--- src/rtl/gpio_bank_pkg.sv ---
package gpio_bank_pkg;

  localparam int ADDR_W = 4;

  typedef enum logic [ADDR_W-1:0] {
    REG_DIR    = 4'd0,
    REG_OUT    = 4'd1,
    REG_BLINK  = 4'd2,
    REG_POL    = 4'd3,
    REG_DIN    = 4'd4,
    REG_ECAUSE = 4'd5,
    REG_EMASK  = 4'd6,
    REG_LMASK  = 4'd7
  } reg_sel_e;

endpackage

--- src/rtl/gpio_in_stage.sv ---
// Two-flop synchronizer, inversion and rising-edge detection.
module gpio_in_stage #(
  parameter int W = 32
) (
  input  logic         clk,
  input  logic         rst_ni,
  input  logic [W-1:0] pad_in,
  input  logic [W-1:0] pol,
  output logic [W-1:0] din,
  output logic [W-1:0] rise
);

  logic [W-1:0] meta_q, sync_q, prev_q;

  always_comb begin
    din  = sync_q ^ pol;
    rise = din & ~prev_q;
  end

  always_ff @(posedge clk or negedge rst_ni) begin
    if (!rst_ni) begin
      meta_q <= '0;
      sync_q <= '0;
      prev_q <= '0;
    end else begin
      meta_q <= pad_in;
      sync_q <= meta_q;
      prev_q <= din;
    end
  end

endmodule

--- src/rtl/gpio_blink_div.sv ---
// Free-running divider giving one shared blink phase.
module gpio_blink_div #(
  parameter int HALF = 16
) (
  input  logic clk,
  input  logic rst_ni,
  output logic phase
);

  localparam int CW = $clog2(HALF + 1);
  localparam logic [CW-1:0] LAST = CW'(HALF - 1);

  logic [CW-1:0] cnt_q, cnt_d;
  logic          phase_q, phase_d;
  logic          wrap;

  always_comb begin
    wrap    = (cnt_q == LAST);
    cnt_d   = wrap ? '0 : cnt_q + 1'b1;
    phase_d = wrap ? ~phase_q : phase_q;
  end

  always_ff @(posedge clk or negedge rst_ni) begin
    if (!rst_ni) begin
      cnt_q   <= '0;
      phase_q <= 1'b0;
    end else begin
      cnt_q   <= cnt_d;
      phase_q <= phase_d;
    end
  end

  assign phase = phase_q;

endmodule

--- src/rtl/gpio_irq_merge.sv ---
// Per-line cause and per-group summary.
module gpio_irq_merge #(
  parameter int W     = 32,
  parameter int GROUP = 8
) (
  input  logic [W-1:0]         din,
  input  logic [W-1:0]         ecause,
  input  logic [W-1:0]         lmask,
  input  logic [W-1:0]         emask,
  output logic [W/GROUP-1:0]   irq
);

  localparam int NG = W / GROUP;

  logic [W-1:0] cause;

  always_comb cause = (din & lmask) | (ecause & emask);

  for (genvar g = 0; g < NG; g++) begin : g_grp
    assign irq[g] = |cause[g*GROUP +: GROUP];
  end

endmodule

--- src/rtl/gpio_bank.sv ---
module gpio_bank #(
  parameter int NUM_LINES  = 32,
  parameter int GROUP      = 8,
  parameter int BLINK_HALF = 16
) (
  input  logic                              clk,
  input  logic                              rst_n,
  input  logic [gpio_bank_pkg::ADDR_W-1:0]  bus_addr,
  input  logic                              bus_we,
  input  logic [NUM_LINES-1:0]              bus_wdata,
  output logic [NUM_LINES-1:0]              bus_rdata,
  input  logic [NUM_LINES-1:0]              pad_in,
  output logic [NUM_LINES-1:0]              pad_out,
  output logic [NUM_LINES-1:0]              pad_oe,
  output logic [NUM_LINES/GROUP-1:0]        irq_grp
);
  import gpio_bank_pkg::*;

  localparam int W  = NUM_LINES;
  localparam int NG = NUM_LINES / GROUP;

  // Reset: asserted asynchronously, released on a clock edge.
  logic rst_meta_q, rst_ni;
  always_ff @(posedge clk or negedge rst_n) begin
    if (!rst_n) begin
      rst_meta_q <= 1'b0;
      rst_ni     <= 1'b0;
    end else begin
      rst_meta_q <= 1'b1;
      rst_ni     <= rst_meta_q;
    end
  end

  logic [W-1:0] dir_q, out_q, blink_q, pol_q, ecause_q, emask_q, lmask_q;
  logic [W-1:0] dir_d, out_d, blink_d, pol_d, ecause_d, emask_d, lmask_d;
  logic [W-1:0] din, rise;
  logic         phase;

  gpio_in_stage #(.W(W)) u_in (
    .clk    (clk),
    .rst_ni (rst_ni),
    .pad_in (pad_in),
    .pol    (pol_q),
    .din    (din),
    .rise   (rise)
  );

  gpio_blink_div #(.HALF(BLINK_HALF)) u_blink (
    .clk    (clk),
    .rst_ni (rst_ni),
    .phase  (phase)
  );

  gpio_irq_merge #(.W(W), .GROUP(GROUP)) u_irq (
    .din    (din),
    .ecause (ecause_q),
    .lmask  (lmask_q),
    .emask  (emask_q),
    .irq    (irq_grp)
  );

  // Register write decode (next state)
  always_comb begin
    dir_d    = dir_q;
    out_d    = out_q;
    blink_d  = blink_q;
    pol_d    = pol_q;
    emask_d  = emask_q;
    lmask_d  = lmask_q;
    ecause_d = ecause_q;
    if (bus_we) begin
      case (bus_addr)
        REG_DIR:    dir_d    = bus_wdata;
        REG_OUT:    out_d    = bus_wdata;
        REG_BLINK:  blink_d  = bus_wdata;
        REG_POL:    pol_d    = bus_wdata;
        REG_ECAUSE: ecause_d = ecause_q & bus_wdata;
        REG_EMASK:  emask_d  = bus_wdata;
        REG_LMASK:  lmask_d  = bus_wdata;
        default:    ;
      endcase
    end
    // a fresh edge outranks a clearing write
    ecause_d = ecause_d | rise;
  end

  always_ff @(posedge clk or negedge rst_ni) begin
    if (!rst_ni) begin
      dir_q    <= '1;
      out_q    <= '0;
      blink_q  <= '0;
      pol_q    <= '0;
      ecause_q <= '0;
      emask_q  <= '0;
      lmask_q  <= '0;
    end else begin
      dir_q    <= dir_d;
      out_q    <= out_d;
      blink_q  <= blink_d;
      pol_q    <= pol_d;
      ecause_q <= ecause_d;
      emask_q  <= emask_d;
      lmask_q  <= lmask_d;
    end
  end

  // Read mux
  always_comb begin
    case (bus_addr)
      REG_DIR:    bus_rdata = dir_q;
      REG_OUT:    bus_rdata = out_q;
      REG_BLINK:  bus_rdata = blink_q;
      REG_POL:    bus_rdata = pol_q;
      REG_DIN:    bus_rdata = din;
      REG_ECAUSE: bus_rdata = ecause_q;
      REG_EMASK:  bus_rdata = emask_q;
      REG_LMASK:  bus_rdata = lmask_q;
      default:    bus_rdata = '0;
    endcase
  end

  // Pad drive
  always_comb begin
    pad_oe  = ~dir_q;
    pad_out = (out_q & ~blink_q) | (blink_q & {W{phase}});
  end

endmodule

--- config.mk ---
export PLATFORM = sky130hd
export DESIGN_NAME = gpio_bank
export DESIGN_NICKNAME = d
export VERILOG_FILES = /design/src/rtl/gpio_bank_pkg.sv /design/src/rtl/gpio_in_stage.sv /design/src/rtl/gpio_blink_div.sv /design/src/rtl/gpio_irq_merge.sv /design/src/rtl/gpio_bank.sv
export SDC_FILE = /design/constraint.sdc
export NUM_CORES = 1
export LEC_CHECK = 0
export ABC_AREA = 1
export BUFFER_PORTS_ARGS = -buffer_cell sky130_fd_sc_hd__buf_4
export CORE_MARGIN = 1.5
export CORE_UTILIZATION = 42
export CTS_BUF_LIST = sky130_fd_sc_hd__clkbuf_8
export DETAILED_ROUTE_END_ITERATION = 6
export PLACE_DENSITY = 0.59
export SLEW_MARGIN = 20
export SYNTH_ARGS = -nofsm -noshare
export SYNTH_HDL_FRONTEND = slang
export SYNTH_SLANG_ARGS = --single-unit
--- constraint.sdc ---
create_clock -name clk -period 26.9 [get_ports clk]
set_clock_uncertainty 0.05 [all_clocks]
set_input_delay 1.345 -clock clk [delete_from_list [all_inputs] [get_ports clk]]
set_output_delay 1.345 -clock clk [all_outputs]
set_load 0.01 [all_outputs]
==> out/qor.csv <==
stage;metric;value;unit
timing;Fmax achieved;193;MHz
worst_setup_path;setup slack, reg-to-reg;25140;ps
global_routing;GR Overflow Total;0;
logic_synthesis;Syn Area/Cell;8.22;sq um
place;Post-DP Area;16200;sq um
place;gp weighted congestion;0.827;
power_and_ir_drop;NetSw;409;uW
route;total wire length;41800;um
logic_synthesis;main combinational cell family by area after synthesis;simple AND/OR/NAND/NOR gates;
timing;post-route minimum period;5190;ps
global_routing;largest net degree at the start of global routing;166;
clock_tree;clock insertion delay at the later pin of the skew report;590;ps
power_and_ir_drop;Tot Pwr;1.38;mW
clock_tree;clock tree from TritonCTS;yes;
clock_tree;TritonCTS Buffers;56;
clock_tree;post-CTS setup buffers;0;
route;Post-DRT Antenna Nets;0;
logic_synthesis;Synth Area in Adders;0.0856;%
route;Iter 0 DRT Violations;987;
logic_synthesis;post-synthesis compound-gate area fraction;10.9;%
clock_tree;CTS hold repair buffers;0;
timing;period utilization;19.3;%
global_routing;vias in the first global route;11818;
floorplanning;Initial Utilization;42.5;%
logic_synthesis;post-synthesis simple-gate area fraction;24.6;%
timing;Setup Viol. Count Final;0;
final_layout;layout cells sized above 1;16.5;%
place;Post-Place Worst Slack;21730;ps
logic_synthesis;Mapped Cells;1777;
worst_setup_path;R2R Path End;ecause_q[1];
final_layout;FILL cells;3347;
power_and_ir_drop;Flop pwr share;45.7;%
flow_run;max_cap viols;0;
place;placed instance count;2335;
power_and_ir_drop;PD cells;79.3;nW/um^2
final_layout;n_diodes;0;
logic_synthesis;mux cell area share after synthesis;0;%
outcome;outcome;complete, no violations;
global_routing;initial antenna violation count;1;
power_and_ir_drop;sw frac;29.6;%
worst_setup_path;Worst setup EP type;output pin;
power_and_ir_drop;Clock power frac;36.7;%
final_layout;Layout area overhead;19.5;%
clock_tree;H-tree levels;2;
route;Pre-Repair DR Iteration Count;5;
clock_tree;CTS clk-pin slew, worst paths;60;ps
floorplanning;chip width;190;um
floorplanning;core area;34400;sq um
final_layout;commonest cells after routing, fill and taps aside;nand2_1, dfrtp_1, inv_1, buf_4, nand3_1;
logic_synthesis;XOR/XNOR Fraction of Synth Area;0.300;%
clock_tree;CTS Buffer Depth;3;
final_layout;most common cell after layout, fill and taps aside;nand2_1;
worst_setup_path;critical path type;in2out;
power_and_ir_drop;cell-internal power;975;uW
floorplanning;Die Y;190;um
clock_tree;Clock Tree Root;clkbuf_8;
timing;Final WS setup;21710;ps
timing;Least-Margin Pin Slew;1160;ps
power_and_ir_drop;Leakage;8.91;nW
clock_tree;clk sinks;328;
place;placed wire-length estimate;26100;um
worst_setup_path;launching point of the worst reg2reg path;rst_ni;
timing;hold_ws;254;ps
floorplanning;Ports;171;
timing;final hold violation count;0;
global_routing;GRT Total Usage;23.7;%
worst_setup_path;worst setup path endpoint;bus_rdata[23];
power_and_ir_drop;Max VDD drop;0.0404;mV
route;DRC viols;0;
route;vias;12255;
logic_synthesis;number of distinct library cells after synthesis;27;
floorplanning;Site Rows;68;
worst_setup_path;crit start category;input port;
floorplanning;die area;35900;sq um
worst_setup_path;Req. time, crit path;25500;ps
logic_synthesis;Mapped Area;14600;sq um
final_layout;Layout Utilization;50.8;%
power_and_ir_drop;combinational fraction of design power;17.6;%
route;via/cell ratio;5.02;
logic_synthesis;sequential area share after synthesis;56.4;%
logic_synthesis;Yosys reg bits;328;
final_layout;Layout Nets;2010;
timing;RSZ-0062 raised after global routing;false;
route;wire length per cell;17.1;um
worst_setup_path;crit path DAT;3800;ps
clock_tree;post-cts resize count;0;
hold_path;hold crit path type;reg2async;
timing;pins over their slew limit;0;
final_layout;Layout Cells excl Fill;2441;
worst_setup_path;Reg2Reg Depth;1;
final_layout;Finished Cell Area;17500;sq um
timing;setup TNS;0;ps
worst_setup_path;CP max FO;69;
worst_setup_path;Crit. Startpoint;bus_addr[3];
logic_synthesis;synth warn;0;
logic_synthesis;syn nets;1849;
timing;Slew HR;22.7;%
global_routing;first-pass GRT wire length;66200;um
place;Port Buffers;170;
[cells by family (layout without fill, tap and decap cells)]
logic type | Yosys count | after routing
compound gates | 319 | 319
flops | 328 | 328
xor+xnor | 5 | 5
other cells | 1 | 1
fa+ha+maj | 1 | 1
simple gates | 870 | 870
buf+inv | 253 | 462
[routing by layer]
layer	wire, um	share of wire, %	global-route usage [%]
met4	1020	2.4	7.33
met3	2510	6.0	3.73
met2	19100	46	37.7
met5	0	0	0
met1	19200	46	33.4
[synth_stat cells]
cell	number	area share (%)
o21ai_1	125	4.3
buf_2	36	1.2
o21ai_0	162	5.5
ha_1	1	0.086
nand2_1	564	14
a21oi_1	32	1.1
nand2_2	4	0.17
inv_1	168	4.3
nor2_2	3	0.13
clkbuf_1	27	0.69
nand4_1	6	0.26
nand3_2	1	0.069
buf_6	12	0.92
conb_1	1	0.026
nand3_1	164	5.6
clkbuf_2	1	0.034
nor2_4	5	0.39
nor3_1	2	0.069
dfrtp_1	296	51
inv_2	2	0.051
and2_1	2	0.086
buf_4	7	0.36
dfstp_2	32	5.8
nor2_1	116	3.0
nand3_4	3	0.36
xor2_1	4	0.24
xnor2_1	1	0.060
[sequential cells by signal (all words and copies together), names as in the netlist, 5 cells and up]
signal         cells
u_blink.cnt_q      5
dir_q             32
u_in.meta_q       32
blink_q           32
u_in.prev_q       32
emask_q           32
ecause_q          32
lmask_q           32
u_in.sync_q       32
out_q             32
pol_q             32
[cell type report]
type,count,area [sq um],share of cell area (%)
inverter,170,638,3.65
tap,455,569,3.26
sequential,328,8250,47.2
clock inverter,34,312,1.78
timing repair buffer,186,1450,8.29
multi-input combinational,1196,5260,30.1
clock buffer,72,991,5.67
[power groups by stage]
stage          Clock [mW]  Sequential [mW]  Combinational, mW
2_1_floorplan           0            0.631              0.145
3_3_place_gp            0            0.637              0.242
3_5_place_dp            0            0.639              0.246
4_1_cts             0.521            0.632              0.246
5_1_grt             0.544            0.643              0.276
6_report            0.509            0.632              0.243
[worst max-delay path, cell delays in order]
cell	delay (ps)
buf_4	130
nor2_4	90
buf_4	690
nand2_1	590
buf_4	430
o21ai_0	190
nor2_1	110
nand2_1	80
buf_4	110
[worst min path at each step]
stage,startpoint,endpoint,slack [ps],cells after the start
after global routing,rst_ni,blink_q[16],300,0
after floorplan,rst_meta_q,rst_ni,280,0
after detailed placement,rst_ni,u_in.meta_q[16],270,0
after global placement,rst_ni,u_in.meta_q[16],270,0
after CTS,rst_ni,blink_q[16],280,0
final,rst_ni,blink_q[16],250,0
No activity file was read; power rests on OpenSTA's default activity.
